==> src/rtl/gfx_evt_pkg.sv <==
package gfx_evt_pkg;

    localparam int ADDR_W  = 12;
    localparam int DATA_W  = 16;
    localparam int NUM_CFG = 5;
    localparam int CFG_IW  = $clog2(NUM_CFG);
    localparam int NUM_EVT = 2;

    localparam logic [ADDR_W-1:0] ADR_CFG_BASE = 12'h000;
    localparam logic [ADDR_W-1:0] ADR_CTRL     = 12'h00A;
    localparam logic [ADDR_W-1:0] ADR_TOKEN    = 12'h00C;
    localparam logic [DATA_W-1:0] UNMAPPED_RD  = 16'h0001;

    // Event channel order in the per-event arrays
    localparam int EVT_TOK = 0;
    localparam int EVT_FIN = 1;

    // Control word bit positions
    localparam int CB_EN_TOK  = 0;
    localparam int CB_EN_FIN  = 1;
    localparam int CB_ACK_TOK = 2;
    localparam int CB_ACK_FIN = 3;

    typedef enum logic [1:0] {
        SEL_NONE,
        SEL_CFG,
        SEL_CTRL,
        SEL_TOKEN
    } reg_sel_e;

    typedef struct packed {
        reg_sel_e            sel;
        logic [CFG_IW-1:0]   cfg_idx;
        logic                rd;
        logic                wr;
    } host_dec_t;

    typedef struct packed {
        logic [NUM_EVT-1:0] en;
        logic [NUM_EVT-1:0] ack;
    } ctrl_wr_t;

    function automatic logic cfg_hit(input logic [ADDR_W-1:0] a);
        return (a[0] == 1'b0) && (a >= ADR_CFG_BASE)
            && (a < ADR_CFG_BASE + 12'(2 * NUM_CFG));
    endfunction

    function automatic ctrl_wr_t split_ctrl(input logic [DATA_W-1:0] d);
        ctrl_wr_t c;
        c.en[EVT_TOK]  = d[CB_EN_TOK];
        c.en[EVT_FIN]  = d[CB_EN_FIN];
        c.ack[EVT_TOK] = d[CB_ACK_TOK];
        c.ack[EVT_FIN] = d[CB_ACK_FIN];
        return c;
    endfunction

endpackage

==> src/rtl/gfx_host_decode.sv <==
module gfx_host_decode
    import gfx_evt_pkg::*;
(
    input  logic              valid,
    input  logic              write,
    input  logic              wide,
    input  logic [ADDR_W-1:0] addr,
    output host_dec_t         dec
);
    logic [ADDR_W-1:0] offs;

    always_comb begin
        offs        = addr - ADR_CFG_BASE;
        dec.rd      = valid && !write;
        dec.wr      = valid && write && !wide;
        dec.cfg_idx = '0;
        if (cfg_hit(addr)) begin
            dec.sel     = SEL_CFG;
            dec.cfg_idx = offs[CFG_IW:1];
        end else if (addr == ADR_CTRL) begin
            dec.sel = SEL_CTRL;
        end else if (addr == ADR_TOKEN) begin
            dec.sel = SEL_TOKEN;
        end else begin
            dec.sel = SEL_NONE;
        end
    end
endmodule

==> src/rtl/gfx_cfg_bank.sv <==
module gfx_cfg_bank #(
    parameter int N  = 5,
    parameter int W  = 16,
    parameter int IW = $clog2(N)
) (
    input  logic                clk,
    input  logic                rst,
    input  logic                we,
    input  logic [IW-1:0]       idx,
    input  logic [W-1:0]        wdata,
    output logic [N-1:0][W-1:0] q
);
    for (genvar i = 0; i < N; i++) begin : g_word
        always_ff @(posedge clk) begin
            if (rst)
                q[i] <= '0;
            else if (we && (idx == IW'(i)))
                q[i] <= wdata;
        end
    end
endmodule

==> src/rtl/gfx_evt_flag.sv <==
module gfx_evt_flag (
    input  logic clk,
    input  logic rst,
    input  logic set,
    input  logic ack,
    input  logic clr,
    output logic pend
);
    // Priority: clear input, then event, then host acknowledge
    always_ff @(posedge clk) begin
        if (rst || clr)
            pend <= 1'b0;
        else if (set)
            pend <= 1'b1;
        else if (ack)
            pend <= 1'b0;
    end
endmodule

==> src/rtl/gfx_event_regfile.sv <==
module gfx_event_regfile
    import gfx_evt_pkg::*;
(
    input  logic              clk,
    input  logic              rst,
    input  logic              host_valid,
    input  logic              host_write,
    input  logic              host_wide,
    input  logic [ADDR_W-1:0] host_addr,
    input  logic [DATA_W-1:0] host_wdata,
    output logic [DATA_W-1:0] host_rdata,
    output logic              host_wr_err,
    input  logic              pipe_token_valid,
    input  logic              pipe_token_irq,
    input  logic [DATA_W-1:0] pipe_token_value,
    input  logic              pipe_finish,
    input  logic              clr_token,
    input  logic              clr_finish,
    output logic              irq_token,
    output logic              irq_finish,
    output logic              wait_status
);
    host_dec_t                     dec;
    ctrl_wr_t                      cw;
    logic [NUM_CFG-1:0][DATA_W-1:0] cfg_q;
    logic [NUM_EVT-1:0]            en_q;
    logic [NUM_EVT-1:0]            pend;
    logic [NUM_EVT-1:0]            ev_set;
    logic [NUM_EVT-1:0]            ev_ack;
    logic [NUM_EVT-1:0]            ev_clr;
    logic [DATA_W-1:0]             token_q;
    logic [DATA_W-1:0]             rd_mux;
    logic                          ctrl_we;

    gfx_host_decode u_dec (
        .valid (host_valid),
        .write (host_write),
        .wide  (host_wide),
        .addr  (host_addr),
        .dec   (dec)
    );

    gfx_cfg_bank #(.N(NUM_CFG), .W(DATA_W)) u_cfg (
        .clk   (clk),
        .rst   (rst),
        .we    (dec.wr && dec.sel == SEL_CFG),
        .idx   (dec.cfg_idx),
        .wdata (host_wdata),
        .q     (cfg_q)
    );

    assign cw      = split_ctrl(host_wdata);
    assign ctrl_we = dec.wr && (dec.sel == SEL_CTRL);

    always_ff @(posedge clk) begin
        if (rst)
            en_q <= '0;
        else if (ctrl_we)
            en_q <= cw.en;
    end

    always_ff @(posedge clk) begin
        if (rst)
            token_q <= '0;
        else if (pipe_token_valid)
            token_q <= pipe_token_value;
    end

    assign ev_set[EVT_TOK] = pipe_token_valid && pipe_token_irq;
    assign ev_set[EVT_FIN] = pipe_finish;
    assign ev_clr[EVT_TOK] = clr_token;
    assign ev_clr[EVT_FIN] = clr_finish;

    for (genvar e = 0; e < NUM_EVT; e++) begin : g_evt
        assign ev_ack[e] = ctrl_we && cw.ack[e];
        gfx_evt_flag u_flag (
            .clk  (clk),
            .rst  (rst),
            .set  (ev_set[e]),
            .ack  (ev_ack[e]),
            .clr  (ev_clr[e]),
            .pend (pend[e])
        );
    end

    assign irq_token   = pend[EVT_TOK] & en_q[EVT_TOK];
    assign irq_finish  = pend[EVT_FIN] & en_q[EVT_FIN];
    assign wait_status = |pend;

    always_comb begin
        unique case (dec.sel)
            SEL_CFG:   rd_mux = cfg_q[dec.cfg_idx];
            SEL_CTRL:  rd_mux = DATA_W'(en_q);
            SEL_TOKEN: rd_mux = token_q;
            default:   rd_mux = UNMAPPED_RD;
        endcase
    end

    always_ff @(posedge clk) begin
        if (rst) begin
            host_rdata  <= '0;
            host_wr_err <= 1'b0;
        end else begin
            if (dec.rd)
                host_rdata <= rd_mux;
            host_wr_err <= dec.wr && (dec.sel == SEL_TOKEN);
        end
    end
endmodule

==> config.mk <==
export PLATFORM = sky130hd
export DESIGN_NAME = gfx_event_regfile
export DESIGN_NICKNAME = d
export VERILOG_FILES = /design/src/rtl/gfx_evt_pkg.sv /design/src/rtl/gfx_host_decode.sv /design/src/rtl/gfx_cfg_bank.sv /design/src/rtl/gfx_evt_flag.sv /design/src/rtl/gfx_event_regfile.sv
export SDC_FILE = /design/constraint.sdc
export NUM_CORES = 1
export LEC_CHECK = 0
export CORE_MARGIN = 5
export CORE_UTILIZATION = 50
export DETAILED_ROUTE_END_ITERATION = 8
export HOLD_SLACK_MARGIN = 0.12
export MAX_ROUTING_LAYER = met4
export PLACE_DENSITY = 0.79
export SYNTH_ARGS = -nofsm -noshare
export SYNTH_HDL_FRONTEND = slang
export SYNTH_HIERARCHICAL = 1
export SYNTH_SLANG_ARGS = --single-unit
==> constraint.sdc <==
create_clock -name clk -period 3.2 [get_ports clk]
set_input_delay 0.64 -clock clk [delete_from_list [all_inputs] [get_ports clk]]
set_output_delay 0.64 -clock clk [all_outputs]
set_load 0.01 [all_outputs]
# After elaboration in Yosys (flattened, before gate mapping)
# Cells that the tools add are included.
[classes] n_lt_le_gt_ge=3 eq_ne=9 muxes=11 bitwise_logic=3 reduce_logical=24
[op_table] cell="16-bit binary-select mux with 3-bit select" count=1
[op_table] cell="16-bit case mux with 3 select lines" count=1
[op_table] cell="12-bit by 4-bit equality test with 1-bit output (second input constant)" count=2
[op_table] cell="1-bit logical AND" count=16
[op_table] cell="16-bit 2-to-1 mux" count=1
[op_table] cell="12-bit by 1-bit >= comparator with 1-bit output (second input constant)" count=1
[op_table] cell="12-bit by 4-bit < comparator with 1-bit output (second input constant)" count=1
[op_table] cell="3-bit by 2-bit equality test with 1-bit output (second input constant)" count=2
[op_table] cell="2-bit 2-to-1 mux" count=3
[op_table] cell="2-bit equality test (second input constant)" count=2
[op_table] cell="3-bit by 4-bit < comparator with 1-bit output (second input constant)" count=1
[op_table] cell="1-bit 2-to-1 mux" count=4
[op_table] cell="2-bit nonzero test" count=2
[op_table] cell="3-bit by 1-bit equality test with 1-bit output (second input constant)" count=1
[op_table] cell="3-bit equality test (second input constant)" count=1
[op_table] cell="3-bit logical NOT" count=1
[op_table] cell="3-bit 2-to-1 mux" count=1
[op_table] cell="1-bit bitwise AND" count=2
[op_table] cell="2-bit by 1-bit equality test with 1-bit output (second input constant)" count=1
[op_table] cell="1-bit logical NOT" count=2
[op_table] cell="1-bit logical OR" count=2
[op_table] cell="2-bit OR reduction" count=1
[op_table] cell="1-bit NOT" count=1
[totals] reg_bits=117 output_inout_bits=20 elab_cells=61

# Depth between registers and ports, before layout
# Gate-level depths: netlist (run 1).
[logic_depth] depth_word=9 ltp_mapped=10

# Modules after synthesis
# The synthesis (run 1) kept the hierarchy.
[by_module_without_submodules] module="gfx_cfg_bank" n_inst=1 cells_per_inst=282 area_per_inst_um2=3185.6 seq_area_each_um2=1601.5
[by_module_without_submodules] module="gfx_event_regfile" n_inst=1 cells_per_inst=250 area_per_inst_um2=2198.4 seq_area_each_um2=700.7
[by_module_without_submodules] module="gfx_host_decode" n_inst=1 cells_per_inst=16 area_per_inst_um2=103.8 seq_area_each_um2=0.0
[by_module_without_submodules] module="gfx_evt_flag" n_inst=2 cells_per_inst=4 area_per_inst_um2=45.0 seq_area_each_um2=20.0

# Worst setup path before layout (run 1)
# Ideal clock, no wire load.
[synth_path] path_type="input -> register" startpoint="input port host_addr[6]" endpoint="register u_cfg/q[5] in the netlist's numbering" setup_time_ps=122 arrival_ps=3126 required_ps=3078 setup_slack_ps=-49 stages=8 n_path_buf=2 path_cell_list="or4_4 a211oi_1 nand2b_2 buf_6 nor2_1 or4b_1 buf_6 mux2i_1"
[synth_lines] element="start, declared" line_no="gfx_event_regfile.sv:9" source="input logic [ADDR_W-1:0] host_addr,"
[synth_lines] element="end signal, assigned by index" line_no="gfx_cfg_bank.sv:18" source="q[i] <= wdata;"
[synth_lines] element="end, declared" line_no="gfx_cfg_bank.sv:11" source="output logic [N-1:0][W-1:0] q"

==> impl_metrics.toml, run 1 <==
[finish]
regArea_sq_um = 2342
final.fill_count = 863
multi_input_area_sq_um = 3009
mostFrequentLayoutCell = "dfxtp_1"
post-route-cell-area_sq_um = 7091
num_antenna_cells = 0
nNetsFinal = 690
drive_gt1_share_pct = 11.86
final_cell_mix = "117 x dfxtp_1, 116 x mux2i_1, 104 x nand2b_1, 72 x clkdlybuf4s50_1, 51 x nor2_1"
area_delta_synth_final_pct = 27.12

[worst_setup_path]
cp_max_fo = 26
crit_top_cell = "buf_4"
cp.required_ns = 3.62
slowest_stage = "or4_4"
cp.arrival_ns = 3.10
cpPeakStageDelay_ns = 0.60
crit_path_end_kind = "register"
path_cells = "clkdlybuf4s50_1, or4_4, nor4_2, buf_4, buf_12, nand4bb_1, buf_4, mux2i_1"
startpoint_type = "primary input"
critical_path_class = "in -> reg"

[clock_tree]
h-tree-depth = 4
clock-root-buffer = "clkbuf_8"
ctsLongestPathBuffers = 2
cts_resized = 0
cts_setup_buffers = 0
cts.sinks = 117
ctsHoldBuffers = 0
clk_latency_ns = 0.52
cts_buffers = 17
path_clk_slew_ns = 0.05
cts_tree = "done"

[logic_synthesis]
syn-cell-area_sq_um = 5578
synth.distinct_cells = 52
async_flop_share_pct = 0
syn_nets = 610
synth_ff_type = "dfxtp_1"
postSynthAreaPerCell_sq_um = 10.03
synth_edf_count = 0
synthCells = 556
synth_top_cell_by_area = "dfxtp_1"
synth_seq_area_share_pct = 41.99
synth_seq_cells = 117
yosysWarnings = 6
synth.area.top_cells = "dfxtp_1 42%, mux2i_1 21%, nand2b_1 12%, nor2_1 3.4%, mux4_1 2.4%"
yosysTopAreaCellShare_pct = 41.99

[timing]
hold_slack_ns = 0.4743
tightest_slew_ns = 0.9360
report.final.slew_viol_count = 0
finalHoldViolations = 0
fin_worst_skew_ns = 0.009069
setup_tns_ns = 0
clock.fmax_mhz = 373.2
rsz0062_at_grt = "no"
fin_crit_ns = 2.680
setup_viol = 0
relSlewSlack_pct = 37.40
fin_crit_sh_pct = 83.75

[floorplan]
die_x_um = 115.6
coreArea_sq_um = 10890
ios = 74
start_util_pct = 51.23
die_area_sq_um = 13370
std_cell_rows = 38
die_y_um = 115.6

[routing]
drtIter0Drc = 343
first_pass_iters = 5
vias = 4375
wl_mm = 14.06
drc = 0
via_per_inst = 5.545
ant_nets = 0
wl_per_cell_um = 17.82

[pwr]
vdd_drop_max_mv = 0.3365
pwr-share-comb_pct = 6.3
p_total_mw = 3.510
seq_power_share_pct = 42.6
swShare_pct = 21.20
leakage_nw = 2.923
p_sw_mw = 0.7442
clkPwrFrac_pct = 51.2
p_int_mw = 2.766
powerDensity_nw_per_um2 = 495.1

[global_routing]
grt.overflow.total = 0
track_usage_pct = 22.14
grt_max_degree = 68
grt_pass1_wl_mm = 22.43
first_global_vias = 4496
antenna_found_initial = 0

[place]
hpwl_mm = 9.348
portBuffers = 73
placed_area_sq_um = 6523
place.gp.congestion = 0.7789

[hold_path]
hp-class = "reg -> reg"

[outcome]
status = "complete, no violations"

[job]
maxCapViolCount = 0
[critical path, delay by kind of cell]
| kind | cells | cell delay (ns) |
|---|---|---|
| muxes | 1 | 0.26 |
| and+or+nand+nor | 3 | 0.94 |
| buffers and inverters | 4 | 1.24 |
[cell type report]
cell class / instances / share of cell area [%]
clock buffer: 23 / 6.582
clock inverter: 9 / 1.429
inverter: 6 / 0.3176
multi-input combinational: 393 / 42.44
sequential: 117 / 33.03
tap: 140 / 2.470
timing repair buffer: 101 / 13.73
[per-stage QoR]
stage | worst slack [ns] | instances | utilization, %
after floorplan | 0.04035 | 556 | -
after global placement | 0.07472 | 757 | 59.91
after detailed placement | 0.04609 | 757 | 59.91
after CTS | 0.5519 | 789 | 65.12
after global routing | 0.3998 | 789 | 65.12
final | 0.5202 | 789 | 65.12
[power groups by stage]
stage | registers, mW | clock network (mW) | logic [mW]
global route | 1.50 | 1.89 | 0.237
global placement | 1.52 | 0 | 0.213
CTS | 1.49 | 1.82 | 0.220
floorplan | 1.52 | 0 | 0.0984
finish | 1.49 | 1.80 | 0.220
detailed placement | 1.52 | 0 | 0.218
[cell usage after synthesis (2+ instances only)]
library cell and number:
buf_4 5, o21a_1 2, buf_6 4, dfxtp_1 117, nor3b_1 2, nor3_1 3, o21ai_1 9, mux2i_1 116
nor2_2 2, a221oi_1 3, o211ai_1 3, a222oi_1 3, nor2b_4 2, nor2b_1 2, nor2_1 51, o21ai_0 6
and2_1 4, a311oi_1 8, inv_1 5, nand2_1 18, clkbuf_1 16, a211oi_1 4, mux4_1 5, buf_2 12
nand4bb_1 3, a32oi_1 2, nand2b_1 104, a21oi_1 21
[kinds of logic after synthesis]
group	count (synthesis)	synth area share, %
buffers and inverters	46	4.733
flip-flops	117	41.99
AND/OR/NAND/NOR	204	21.47
XOR/XNOR	1	0.1570
multiplexers	124	24.05
AO/OA/AOI/OAI	64	7.604
[final timing paths]
kind                                    from            end  slack, ns  depth (start not counted)
worst max-delay path            host_addr[6]    u_cfg/q[78]       0.52                          8
worst min-delay path             u_cfg/q[16]    u_cfg/q[16]       0.47                          2
worst max register to register   u_cfg/q[32]  host_rdata[0]       1.95                          4
worst min register to register   u_cfg/q[16]    u_cfg/q[16]       0.47                          2
[state kept, by name (all words and copies together), names as in the netlist]
name and cells:
u_cfg/q 80, host_rdata 16, g_evt.u_flag/pend 2, token_q 16, host_wr_err 1, en_q 2
[per-layer routing]
metal | up-vias | track usage (%) | wire length, um
li1 | 2098 | - | -
met1 | 2118 | 28.40 | 6428
met2 | 146 | 34.65 | 6641
met3 | 13 | 5.117 | 831
met4 | 0 | 7.502 | 156
met5 | - | - | 0
Power figures use the tool's default switching activity.
==> run 2: changes to the inputs <==
==> constraint.sdc (replaced) <==
create_clock -name clk -period 2.25 [get_ports clk]
set_input_delay 0.45 -clock clk [delete_from_list [all_inputs] [get_ports clk]]
set_output_delay 0.45 -clock clk [all_outputs]
set_load 0.01 [all_outputs]
==> run 2 against run 1 <==
- the run now ends with negative setup slack left
- design area increased by 10%
- sequential cell count stayed put
- largest power group unchanged
- wire length rose by 18%
- critical path depth rose by 3
- sequential share of layout area decreased by 3.0 points
- highest routed layer unchanged
- clock skew shrank 0.0032 ns
- global-route usage rose by 1.6 points
- first-iteration DRC count increased by 30%
- die area did not move
- clock power grew 54%
- count of clock-buffer cells in the layout is 4 lower
==> impl_metrics.toml, run 2 (same netlist as run 1, synthesis figures left out) <==
[outcome]
status = "finished with violations"
violations = "negative setup slack"

[clock_tree]
clock-root-buffer = "clkbuf_8"
path_clk_slew_ns = 0.06
cts_buffers = 17
clk_latency_ns = 0.53
ctsHoldBuffers = 0
ctsLongestPathBuffers = 2
cts_tree = "done"
h-tree-depth = 4
cts.sinks = 117

[pwr]
swShare_pct = 22.68
clkPwrFrac_pct = 53.1
p_int_mw = 4.051
leakage_nw = 3.283
pwr-share-comb_pct = 6.4
powerDensity_nw_per_um2 = 671.9
vdd_drop_max_mv = 0.5303
p_sw_mw = 1.188
seq_power_share_pct = 40.5

[hold_path]
hold_start = "rst"
min_path_cells = 3
worst_hold_path.endpoint = "token_q[0]"
hp-class = "in -> reg"

[routing]
vias = 4763
wl_per_cell_um = 19.75
ant_nets = 0
wl_mm = 16.61
first_pass_iters = 5
drtIter0Drc = 445
via_per_inst = 5.663
drc = 0

[finish]
largest_reg_flops = 80
area_delta_synth_final_pct = 39.79
num_antenna_cells = 0
mostFrequentLayoutCell = "dfxtp_1"
nNetsFinal = 742
fin_cells = 841
post-route-cell-area_sq_um = 7797
final_cell_mix = "117 x dfxtp_1, 113 x mux2i_1, 104 x nand2b_1, 64 x clkdlybuf4s50_1, 53 x buf_4"
top_regs = "u_cfg/q: 80 flops, host_rdata: 16 flops, token_q: 16 flops"
drive_gt1_share_pct = 23.40
top_register = "u_cfg/q"

[worst_setup_path]
ff2ff_path_depth = 4
rrSetupSlack_ns = 0.91
critical_path_class = "in -> reg"
cp_max_fo = 5
startpoint_type = "primary input"
cp.arrival_ns = 2.76
rr_startpoint = "u_cfg/q[32]"
rr_endpoint = "host_rdata[0]"
crit_path_end_kind = "register"
cp.required_ns = 2.64

[timing]
fin_crit_ns = 2.366
setup_viol = 11
worst_slack_ns = -0.1164
hold_slack_ns = 0.4145
fin_crit_sh_pct = 105.2
rsz0062_at_grt = "yes"
report.final.slew_viol_count = 0
fin_worst_skew_ns = 0.005866
clock.fmax_mhz = 422.6
relSlewSlack_pct = 69.05
tightest_slew_ns = 0.4607
finalHoldViolations = 0

[global_routing]
grt_pass1_wl_mm = 24.24
grt.overflow.total = 0
antenna_found_initial = 0
grt_max_degree = 81
track_usage_pct = 23.78
first_global_vias = 4774

[floorplan]
ios = 74
die_x_um = 115.6
start_util_pct = 51.23
die_area_sq_um = 13370
coreArea_sq_um = 10890
std_cell_rows = 38
die_y_um = 115.6

[place]
place.gp.congestion = 0.8469
dp.cells = 779
hpwl_mm = 9.422
placed_area_sq_um = 6736
portBuffers = 73

[job]
maxCapViolCount = 0
## run 2: final cells by class
type	instances	area (sq um)
clock buffers	19	441.7
clock inverters	13	171.4
fillers	729	3090
inverters	6	22.52
multi-input cells	393	3177
flip-flops and latches	117	2342
well taps	140	175.2
repair buffers	153	1468
## run 2: worst max path at each step
| stage | startpoint | endpoint | slack (ns) | cells after the start |
|---|---|---|---|---|
| final | host_addr[5] | host_rdata[7] | -0.12 | 11 |
| after detailed placement | host_addr[6] | host_rdata[8] | -0.70 | 8 |
| after global routing | host_addr[5] | host_rdata[7] | -0.13 | 11 |
| after global placement | host_addr[6] | host_rdata[8] | -0.67 | 8 |
| after floorplan | host_addr[6] | u_cfg/q[5] | -0.42 | 8 |
| after CTS | host_addr[7] | host_rdata[3] | 0.002 | 10 |
## run 2: critical path: stages
cell and delay (ns):
buf_2 0.11, or4_4 0.56, buf_6 0.14, buf_4 0.14, nor4b_4 0.34, buf_12 0.15, buf_6 0.12, nor4_4 0.04
buf_4 0.16, a222oi_1 0.39, o21ai_1 0.16
## run 2: power by group through the flow
| stage | combinational, mW | sequential (mW) | clock, mW |
|---|---|---|---|
| after CTS | 0.324 | 2.12 | 2.78 |
| after global placement | 0.312 | 2.16 | 0 |
| after floorplan | 0.143 | 2.17 | 0 |
| after global routing | 0.360 | 2.12 | 2.90 |
| final | 0.337 | 2.12 | 2.78 |
| after detailed placement | 0.319 | 2.16 | 0 |
## run 2: through the flow
step / TNS (ns) / setup WS, ns / util, % / power [mW]
floorplan: -19.46 / -0.4219 / - / 2.310
finish: -0.4359 / -0.1164 / 71.62 / 5.239
CTS: 0 / 0.001711 / 69.11 / 5.225
global placement: -53.77 / -0.6694 / 61.87 / 2.476
global route: -0.8636 / -0.1305 / 71.62 / 5.382
detailed placement: -57.64 / -0.7011 / 61.87 / 2.484
## run 2: routing by layer
metal / vias to the layer above / GRT usage [%] / share of wire, %
met5: - / - / 0
met3: 41 / 5.796 / 6.6
met1: 2310 / 30.32 / 42
met2: 217 / 37.35 / 49
li1: 2195 / - / -
met4: 0 / 7.734 / 2.6
## run 2: repair_timing
item	CTS	global route
pin swaps	7	22
gates resized for setup	28	45
setup endpoints to repair	76	91
cloned	0	3
buffers inserted	15	12
==> run 3: changes to the inputs <==
--- a/config.mk
+++ b/config.mk
@@ -9,7 +9,6 @@
 export CORE_UTILIZATION = 50
 export DETAILED_ROUTE_END_ITERATION = 8
 export HOLD_SLACK_MARGIN = 0.12
-export MAX_ROUTING_LAYER = met4
 export PLACE_DENSITY = 0.79
 export SYNTH_ARGS = -nofsm -noshare
 export SYNTH_HDL_FRONTEND = slang
==> constraint.sdc (replaced) <==
create_clock -name clk -period 2 [get_ports clk]
set_input_delay 0.4 -clock clk [delete_from_list [all_inputs] [get_ports clk]]
set_output_delay 0.4 -clock clk [all_outputs]
set_load 0.01 [all_outputs]
==> run 3 against run 2 <==
- largest cell class unchanged
- count of clock-buffer cells in the layout is 3 higher
- register-to-register slack got worse by 0.19 ns
- worst setup slack got worse by 0.12 ns
- worst hold slack got worse by 0.068 ns
- critical endpoint is now host_rdata[15]
- the flow still finishes with violations (negative setup slack)
- die area stayed put
- utilization is 3.5 points higher
- combinational power grew 19%
- clock skew up 0.0045 ns
- wire length up 20%
==> impl_metrics.toml, run 3 (same netlist as run 1, synthesis figures left out) <==
[outcome]
status = "finished with violations"
violations = "negative setup slack"

[worst_setup_path]
cp.required_ns = 2.39
ff2ff_path_depth = 4
cp_max_fo = 8
slowest_stage = "or4_4"
startpoint_type = "primary input"
cp.arrival_ns = 2.62
cpPeakStageDelay_ns = 0.57
crit_path_end_kind = "register"
path_cells = "buf_6, or4_4, buf_6, nor4_4, buf_4, buf_12, buf_16, nor4_4, buf_4, a221oi_1, a211oi_2"
startpoint = "host_addr[5]"
critical_path_class = "in -> reg"
rr_startpoint = "u_cfg/q[0]"

[pwr]
swShare_pct = 22.60
powerDensity_nw_per_um2 = 730.9
p_sw_mw = 1.350
leakage_nw = 3.452
vdd_drop_max_mv = 0.6465
clkPwrFrac_pct = 53.3
p_int_mw = 4.625
seq_power_share_pct = 40.0
pwr-share-comb_pct = 6.7
p_total_mw = 5.975

[timing]
worst_slack_ns = -0.2317
hold_slack_ns = 0.3464
fin_worst_skew_ns = 0.01037
finalHoldViolations = 0
setup_tns_ns = -11.09
fin_crit_sh_pct = 111.6
tightest_slew_ns = 0.5132
clock.fmax_mhz = 448.1
setup_viol = 96
rsz0062_at_grt = "yes"
report.final.slew_viol_count = 0
relSlewSlack_pct = 65.52
fin_crit_ns = 2.232

[hold_path]
hp-class = "in -> reg"
hold_start = "rst"
min_path_cells = 2

[finish]
num_antenna_cells = 0
area_delta_synth_final_pct = 46.57
mostFrequentLayoutCell = "dfxtp_1"
final_cell_mix = "117 x dfxtp_1, 110 x mux2i_1, 104 x nand2b_1, 58 x clkdlybuf4s50_1, 54 x buf_4"
nNetsFinal = 762
drive_gt1_share_pct = 27.32
top_register = "u_cfg/q"
largest_reg_flops = 80
post-route-util_pct = 75.09
top_regs = "u_cfg/q: 80 flops, host_rdata: 16 flops, token_q: 16 flops"

[global_routing]
top_usage_layer = "met2"
grt.overflow.total = 0
gr-usage-met3_pct = 5.379
grt_pass1_wl_mm = 27.05
gr-usage-met2_pct = 43.40
first_global_vias = 5014
antenna_found_initial = 0
grt_max_degree = 42
track_usage_pct = 26.04
grt_use_met1_pct = 32.81

[routing]
first_pass_iters = 6
vias = 5170
wl_per_cell_um = 23.08
drc = 0
ant_nets = 0
wl_mm = 19.88
via_per_inst = 6.005
drtIter0Drc = 473

[clock_tree]
path_clk_slew_ns = 0.05
cts.sinks = 117
clock-root-buffer = "clkbuf_8"
cts_buffers = 17
clk_latency_ns = 0.52
h-tree-depth = 4
cts_tree = "done"
ctsLongestPathBuffers = 2

[floorplan]
ios = 74
coreArea_sq_um = 10890
die_area_sq_um = 13370
die_x_um = 115.6
die_y_um = 115.6
std_cell_rows = 38
start_util_pct = 51.23

[job]
maxCapViolCount = 0

[place]
place.gp.congestion = 0.8523
portBuffers = 73
hpwl_mm = 9.988
==> run 3: critical path: cells and delay by family <==
| family | cells | cell delay [ns] |
|---|---|---|
| simple gates | 3 | 0.82 |
| buf+inv | 6 | 0.89 |
| compound gates | 2 | 0.50 |
==> run 3: through the flow <==
stage | setup WS [ns] | area (sq um) | instances
6_report | -0.2317 | 8175 | 861
5_1_grt | -0.2865 | 8175 | 861
4_1_cts | -0.1175 | 7742 | 840
3_5_place_dp | -0.9507 | 6779 | 784
3_3_place_gp | -0.8653 | 6779 | 784
2_1_floorplan | -0.6213 | 5708 | 556
==> run 3: final cells by class <==
type | count | area (sq um)
timing repair buffer | 172 | 1748
clock inverter | 10 | 145.1
sequential | 117 | 2342
clock buffer | 22 | 473.0
multi-input combinational | 394 | 3269
inverter | 6 | 22.52
tap | 140 | 175.2
fill | 652 | 2713
==> run 3: final timing paths <==
check,endpoint,slack (ns)
max,host_rdata[15],-0.23
min,token_q[1],0.35
max reg2reg,host_rdata[0],0.72
min reg2reg,u_cfg/q[50],0.48
==> run 3: timing repair <==
action	4_1_cts	5_1_grt
pin swaps	20	22
buffers inserted	19	20
hold buffers	0	0
setup endpoints to repair	101	98
cloned	5	3
gates resized for setup	62	62
==> run 3: per-layer routing <==
metal,vias to the layer above,part of all wire (%)
met3,115,8.5
li1,2240,-
met4,0,6.4
met5,-,0
met2,361,47
met1,2454,38
==> run 3: power by group through the flow <==
stage | logic, mW | registers, mW | clock network [mW]
2_1_floorplan | 0.162 | 2.44 | 0
3_5_place_dp | 0.375 | 2.44 | 0
5_1_grt | 0.424 | 2.39 | 3.31
6_report | 0.401 | 2.39 | 3.19
4_1_cts | 0.379 | 2.39 | 3.15
3_3_place_gp | 0.366 | 2.43 | 0
